==> src/rtl/rgb_key_pkg.sv <==
package rgb_key_pkg;
  localparam int CH_W    = 8;
  localparam int N_CH    = 3;
  localparam int PIX_W   = 4 * CH_W;
  localparam int PK_CH_W = 5;
  localparam logic [CH_W-1:0] HALF_ALPHA = 8'h40;
  localparam int T0_LSB  = 0;
  localparam int T1_LSB  = 16;
endpackage

==> src/rtl/rgb_key_thresh_regs.sv <==
module rgb_key_thresh_regs
  import rgb_key_pkg::*;
(
  input  logic             clk_i,
  input  logic             rst_ni,
  input  logic             cmd_we_i,
  input  logic [31:0]      cmd_i,
  output logic [CH_W-1:0]  lvl_lo_o,
  output logic [CH_W-1:0]  lvl_hi_o
);
  always_ff @(posedge clk_i or negedge rst_ni) begin
    if (!rst_ni) begin
      lvl_lo_o <= '0;
      lvl_hi_o <= '0;
    end else if (cmd_we_i) begin
      lvl_lo_o <= cmd_i[T0_LSB +: CH_W];
      lvl_hi_o <= cmd_i[T1_LSB +: CH_W];
    end
  end
endmodule

==> src/rtl/rgb_key_alpha.sv <==
module rgb_key_alpha
  import rgb_key_pkg::*;
(
  input  logic [PIX_W-1:0] pix_i,
  input  logic [CH_W-1:0]  lvl_lo_i,
  input  logic [CH_W-1:0]  lvl_hi_i,
  input  logic             sign_i,
  output logic [PIX_W-1:0] pix_o
);
  logic [N_CH-1:0]  dark_lo, dark_hi;
  logic [PIX_W-1:0] sign_mask;
  logic [PIX_W-1:0] keyed;

  for (genvar c = 0; c < N_CH; c++) begin : g_ch
    assign dark_lo[c] = pix_i[c*CH_W +: CH_W] < lvl_lo_i;
    assign dark_hi[c] = pix_i[c*CH_W +: CH_W] < lvl_hi_i;
    assign sign_mask[c*CH_W +: CH_W] = {sign_i, {(CH_W-1){1'b0}}};
  end
  assign sign_mask[N_CH*CH_W +: CH_W] = '0;

  always_comb begin
    if (&dark_lo)      keyed = '0;
    else if (&dark_hi) keyed = {HALF_ALPHA, pix_i[N_CH*CH_W-1:0]};
    else               keyed = pix_i;
    pix_o = keyed ^ sign_mask;
  end
endmodule

==> src/rtl/rgb_key_pack.sv <==
module rgb_key_pack
  import rgb_key_pkg::*;
(
  input  logic [PIX_W-1:0] pix_i,
  input  logic             fmt16_i,
  output logic [PIX_W-1:0] pix_o
);
  localparam int PK_W = N_CH * PK_CH_W + 1;
  logic [PK_W-1:0] packed16;

  for (genvar c = 0; c < N_CH; c++) begin : g_ch
    assign packed16[c*PK_CH_W +: PK_CH_W] = pix_i[c*CH_W + CH_W - PK_CH_W +: PK_CH_W];
  end
  assign packed16[PK_W-1] = pix_i[N_CH*CH_W +: CH_W] == HALF_ALPHA;

  assign pix_o = fmt16_i ? {{(PIX_W-PK_W){1'b0}}, packed16} : pix_i;
endmodule

==> src/rtl/rgb_key_mb_counter.sv <==
module rgb_key_mb_counter #(
  parameter int MB_PIX = 256
) (
  input  logic clk_i,
  input  logic rst_ni,
  input  logic step_i,
  output logic last_o
);
  localparam int CNT_W = (MB_PIX > 1) ? $clog2(MB_PIX) : 1;
  localparam logic [CNT_W-1:0] CNT_MAX = CNT_W'(MB_PIX - 1);

  logic [CNT_W-1:0] cnt_q;

  assign last_o = cnt_q == CNT_MAX;

  always_ff @(posedge clk_i or negedge rst_ni) begin
    if (!rst_ni)     cnt_q <= '0;
    else if (step_i) cnt_q <= last_o ? '0 : cnt_q + 1'b1;
  end
endmodule

==> src/rtl/rgb_key_packer.sv <==
module rgb_key_packer
  import rgb_key_pkg::*;
#(
  parameter int MB_DIM = 16
) (
  input  logic        clk_i,
  input  logic        rst_ni,
  input  logic        cmd_we_i,
  input  logic [31:0] cmd_i,
  input  logic        in_valid_i,
  output logic        in_ready_o,
  input  logic [31:0] in_pix_i,
  input  logic        sign_i,
  input  logic        fmt16_i,
  output logic        out_valid_o,
  input  logic        out_ready_i,
  output logic [31:0] out_pix_o,
  output logic        out_last_o
);
  localparam int MB_PIX = MB_DIM * MB_DIM;

  logic [CH_W-1:0]  lvl_lo, lvl_hi;
  logic [PIX_W-1:0] keyed_pix, packed_pix;
  logic             mb_last;
  logic             take;

  assign in_ready_o = !out_valid_o || out_ready_i;
  assign take       = in_valid_i && in_ready_o;

  rgb_key_thresh_regs u_regs (
    .clk_i    (clk_i),
    .rst_ni   (rst_ni),
    .cmd_we_i (cmd_we_i),
    .cmd_i    (cmd_i),
    .lvl_lo_o (lvl_lo),
    .lvl_hi_o (lvl_hi)
  );

  rgb_key_alpha u_alpha (
    .pix_i    (in_pix_i),
    .lvl_lo_i (lvl_lo),
    .lvl_hi_i (lvl_hi),
    .sign_i   (sign_i),
    .pix_o    (keyed_pix)
  );

  rgb_key_pack u_pack (
    .pix_i   (keyed_pix),
    .fmt16_i (fmt16_i),
    .pix_o   (packed_pix)
  );

  rgb_key_mb_counter #(.MB_PIX(MB_PIX)) u_cnt (
    .clk_i  (clk_i),
    .rst_ni (rst_ni),
    .step_i (take),
    .last_o (mb_last)
  );

  always_ff @(posedge clk_i or negedge rst_ni) begin
    if (!rst_ni) begin
      out_valid_o <= 1'b0;
      out_pix_o   <= '0;
      out_last_o  <= 1'b0;
    end else if (take) begin
      out_valid_o <= 1'b1;
      out_pix_o   <= packed_pix;
      out_last_o  <= mb_last;
    end else if (out_ready_i) begin
      out_valid_o <= 1'b0;
    end
  end
endmodule

==> config.mk <==
export PLATFORM = sky130hd
export DESIGN_NAME = rgb_key_packer
export DESIGN_NICKNAME = d
export VERILOG_FILES = /design/src/rtl/rgb_key_pkg.sv /design/src/rtl/rgb_key_thresh_regs.sv /design/src/rtl/rgb_key_alpha.sv /design/src/rtl/rgb_key_pack.sv /design/src/rtl/rgb_key_mb_counter.sv /design/src/rtl/rgb_key_packer.sv
export SDC_FILE = /design/constraint.sdc
export NUM_CORES = 1
export LEC_CHECK = 0
export BUFFER_PORTS_ARGS = -buffer_cell sky130_fd_sc_hd__buf_4
export CORE_MARGIN = 8
export CORE_UTILIZATION = 58
export DETAILED_ROUTE_END_ITERATION = 7
export PLACE_DENSITY = 0.89
export SLEW_MARGIN = 5
export SYNTH_ARGS = -nofsm -noshare
export SYNTH_HDL_FRONTEND = slang
export SYNTH_HIERARCHICAL = 1
export SYNTH_SLANG_ARGS = --single-unit
==> constraint.sdc <==
create_clock -name clk_i -period 5.78 [get_ports clk_i]
set_clock_uncertainty 0.05 [all_clocks]
set_input_delay 1.734 -clock clk_i [delete_from_list [all_inputs] [get_ports clk_i]]
set_output_delay 1.734 -clock clk_i [all_outputs]
set_load 0.02 [all_outputs]
==> run_results.csv <==
group,metric,value,unit
run_status,status,"completed",
critical_path,path_cells,"buf_4 > ha_1 > nand4_1 > o311ai_4 > o21ai_4 > nor2_1 > nor4_1 > a31o_2 > mux2_4",
critical_path,path_buf_inv,1,
drt,dr_total_vias,2910,
clock_tree,cts_setup_buffers,0,
critical_path,crit_fanout,26,
cells_and_area,final_cells,537,
cells_and_area,n_antenna_cell,0,
timing,rsz0062_at_grt,"false",
power,p_leak,2.55,nW
global_route,antenna_found_initial,0,
floorplan,fp.dieH,100,um
critical_path,path_class,"primary input to register",
yosys,synth_mux_area_frac,0.227,
timing,finalCritPeriodShare,0.694,
timing,setup_tns,0,ns
power,total_power,1.53,mW
global_route,grt_max_degree,59,
yosys,synth_edf_count,0,
power,cellPowerDensity,308,nW/um^2
timing,fmax,249,MHz
floorplan,core-area,6790,um^2
clock_tree,clkTransAtPathRegs,0.07,ns
drt,drtIter0Drc,115,
critical_path,timing.reg2reg.setup_slack,2.85,ns
clock_tree,postCtsResizedCells,0,
clock_tree,cts_sinks,58,
floorplan,rows,30,
global_route,overflow,0,
critical_path,worstSetupStartpointType,"primary input",
placement,port_buffers,89,
cells_and_area,nNetsFinal,550,
timing,slew_viol_final,0,
yosys,synthXorXnorAreaFrac,0.0171,
clock_tree,clock_latency,0.35,ns
critical_path,crit_required,5.95,ns
timing,period_needed,4.01,ns
yosys,synth_warnings,6,
yosys,synth_seq_cells,58,
cells_and_area,fin_area,4970,um^2
placement,post_dp_cell_area,4740,um^2
drt,ant_nets,0,
floorplan,ios,106,
hold_path,holdPathEnd,"u_regs/lvl_lo_o[5]",
timing,hold_violations,0,
floorplan,start_util,0.602,
critical_path,worst-r2r-cell-count,9,
yosys,synthFlopType,"dfrtp_1",
critical_path,arrival,4.18,ns
yosys,yosysSeqAreaShare,0.355,
yosys,syn_area_per_cell,11.8,um^2
placement,gp_congestion,0.931,
clock_tree,numCtsBuffers,9,
drt,firstDrtPassIters,4,
floorplan,fp.dieW,100,um
yosys,synth_top_family_by_area,"multiplexers",
critical_path,slowest_delay,0.83,ns
yosys,syn_area,4090,um^2
yosys,synthCells,347,
drt,wire_per_inst,17.6,um
global_route,grt_use_total,0.195,
hold_path,worstHoldStart,"u_regs/lvl_lo_o[5]",
yosys,synthSimpleGateAreaFrac,0.143,
critical_path,r2r_end,"out_pix_o[15]",
clock_tree,h-tree-depth,3,
clock_tree,cts_buffer_depth,2,
yosys,ys_types,49,
yosys,synth_fa_ha_area_frac,0.131,
yosys,synth_nets,461,
timing,setup_violations,0,
cells_and_area,area_growth,21.5,%
critical_path,worst_path_max_delay_cell,"o311ai_4",
global_route,grt_pass1_wl,15500,um
hold_path,hold_path_depth,1,
hold_path,hp-class,"register to register",
timing,slew_headroom,0.407,
yosys,synth_compound_area_frac,0.0706,
critical_path,rr_startpoint,"u_regs/lvl_lo_o[6]",
flow_run,maxCapViolCount,0,
floorplan,dieArea,10000,um^2
critical_path,end_kind,"register",
timing,worstMarginPinSlew,0.888,ns
drt,post-route-drc-count,0,
yosys,ys_async_sr_fraction,1.00,
clock_tree,tritoncts,"built",
cells_and_area,drive_gt1_frac,0.424,
critical_path,crit_family,"compound AO/OA/AOI/OAI gates",
placement,dp_cells,521,
clock_tree,clock-root-buffer,"clkbuf_8",
drt,routed_wl,9430,um
global_route,grt_pass1_vias,3164,
cells_and_area,fillerInstances,476,
power,irDropWorstVdd,0.000141,V
clock_tree,cts-hold-fix-buffers,0,
drt,via_per_inst,5.42,
placement,hpwl,7410,um
## placed cells by master, fill, tap and decap left out, types with 2 or more instances in the layout
cell type,n
ha_1,43
nor2b_1,17
nor3_1,5
dfrtp_1,58
o21ai_0,4
nand4_1,6
inv_1,25
nand3_1,4
a21oi_1,6
clkinvlp_4,2
clkbuf_8,10
nor4_1,2
bufinv_16,2
a31oi_1,2
mux2_2,13
xnor2_1,7
and2_1,14
nand2_1,18
o21a_1,3
o211ai_1,6
a211oi_1,4
mux2_4,52
buf_4,89
nor2_1,15
and2_4,7
## power breakdown
group / switching [mW] / internal [mW] / leakage [nW]
Clock: 0.178 / 0.255 / 0.109
Sequential: 0.0645 / 0.484 / 0.713
Combinational: 0.259 / 0.289 / 1.73
Total: 0.502 / 1.03 / 2.55
## worst reg2reg max path, delay by kind of cell, from the launching register on
kind,cells,cell delay (ns)
DFF,1,0.36
buffers and inverters,1,0.08
adders and majority gates,1,0.34
muxes,1,0.26
and+or+nand+nor,3,0.44
AOI/OAI and AO/OA,3,1.28
## how the worst max path moves through the flow
stage	startpoint	to	slack, ns	cells after the start
after global placement	in_pix_i[23]	out_pix_o[15]	1.50	9
after global routing	in_pix_i[17]	out_pix_o[15]	1.58	10
final	in_pix_i[23]	out_pix_o[15]	1.77	9
after floorplan	in_pix_i[10]	out_pix_o[15]	1.94	10
after CTS	in_pix_i[17]	out_pix_o[15]	1.81	10
after detailed placement	in_pix_i[17]	out_pix_o[15]	1.45	10
## Yosys cell counts, drive strengths merged (2+ instances only)
cell / number / area [um^2]
and4: 2 / 20.0
mux2: 65 / 927
and2: 21 / 149
ha: 43 / 538
nor4: 2 / 12.5
o211ai: 6 / 45.0
nor2b: 17 / 106
o21a: 3 / 22.5
nor4b: 2 / 23.8
a21oi: 6 / 30.0
a31oi: 2 / 12.5
nor2: 15 / 56.3
a211oi: 5 / 42.5
nand3: 4 / 20.0
nand4: 6 / 37.5
nand2: 20 / 85.1
nand2b: 2 / 20.0
o21ai: 6 / 41.3
xnor2: 7 / 61.3
inv: 25 / 93.8
dfrtp: 58 / 1450
buf: 11 / 135
nor3: 5 / 25.0
## metrics by stage
step,util,setup WS (ns),hold WS [ns]
after floorplan,-,1.94,0.417
after CTS,0.732,1.81,0.461
after global routing,0.732,1.58,0.468
final,0.732,1.77,0.459
after detailed placement,0.698,1.45,0.446
after global placement,0.698,1.50,0.439
## final cells by class
cell class	count	area, um^2	share of cell area
Clock buffer	10	138	0.0277
Multi-Input combinational cell	253	2410	0.485
Inverter	25	93.8	0.0189
Clock inverter	6	88.8	0.0179
Tap cell	96	120	0.0242
Timing Repair Buffer	89	668	0.134
Sequential cell	58	1450	0.292
## flip-flops by register name, summed over array words and instances (netlist names)
| name | count |
|---|---|
| u_regs/lvl_lo_o | 8 |
| u_regs/lvl_hi_o | 8 |
| out_last_o | 1 |
| u_cnt/cnt_q | 8 |
| out_pix_o | 32 |
| out_valid_o | 1 |
## metal layers
metal	wire (um)	vias up	GRT usage
li1	-	1403	-
met1	4020	1385	0.235
met2	4600	110	0.320
met3	674	12	0.0616
met4	131	0	0.0651
met5	0	-	0
## kinds of logic after synthesis
kind of cell / Yosys count
and+or+nand+nor: 100
muxes: 65
DFF: 58
adders and majority gates: 43
AOI/OAI and AO/OA: 37
buffers and inverters: 36
xor gates and xnor gates: 8
No activity file was read; power rests on OpenSTA's default activity.
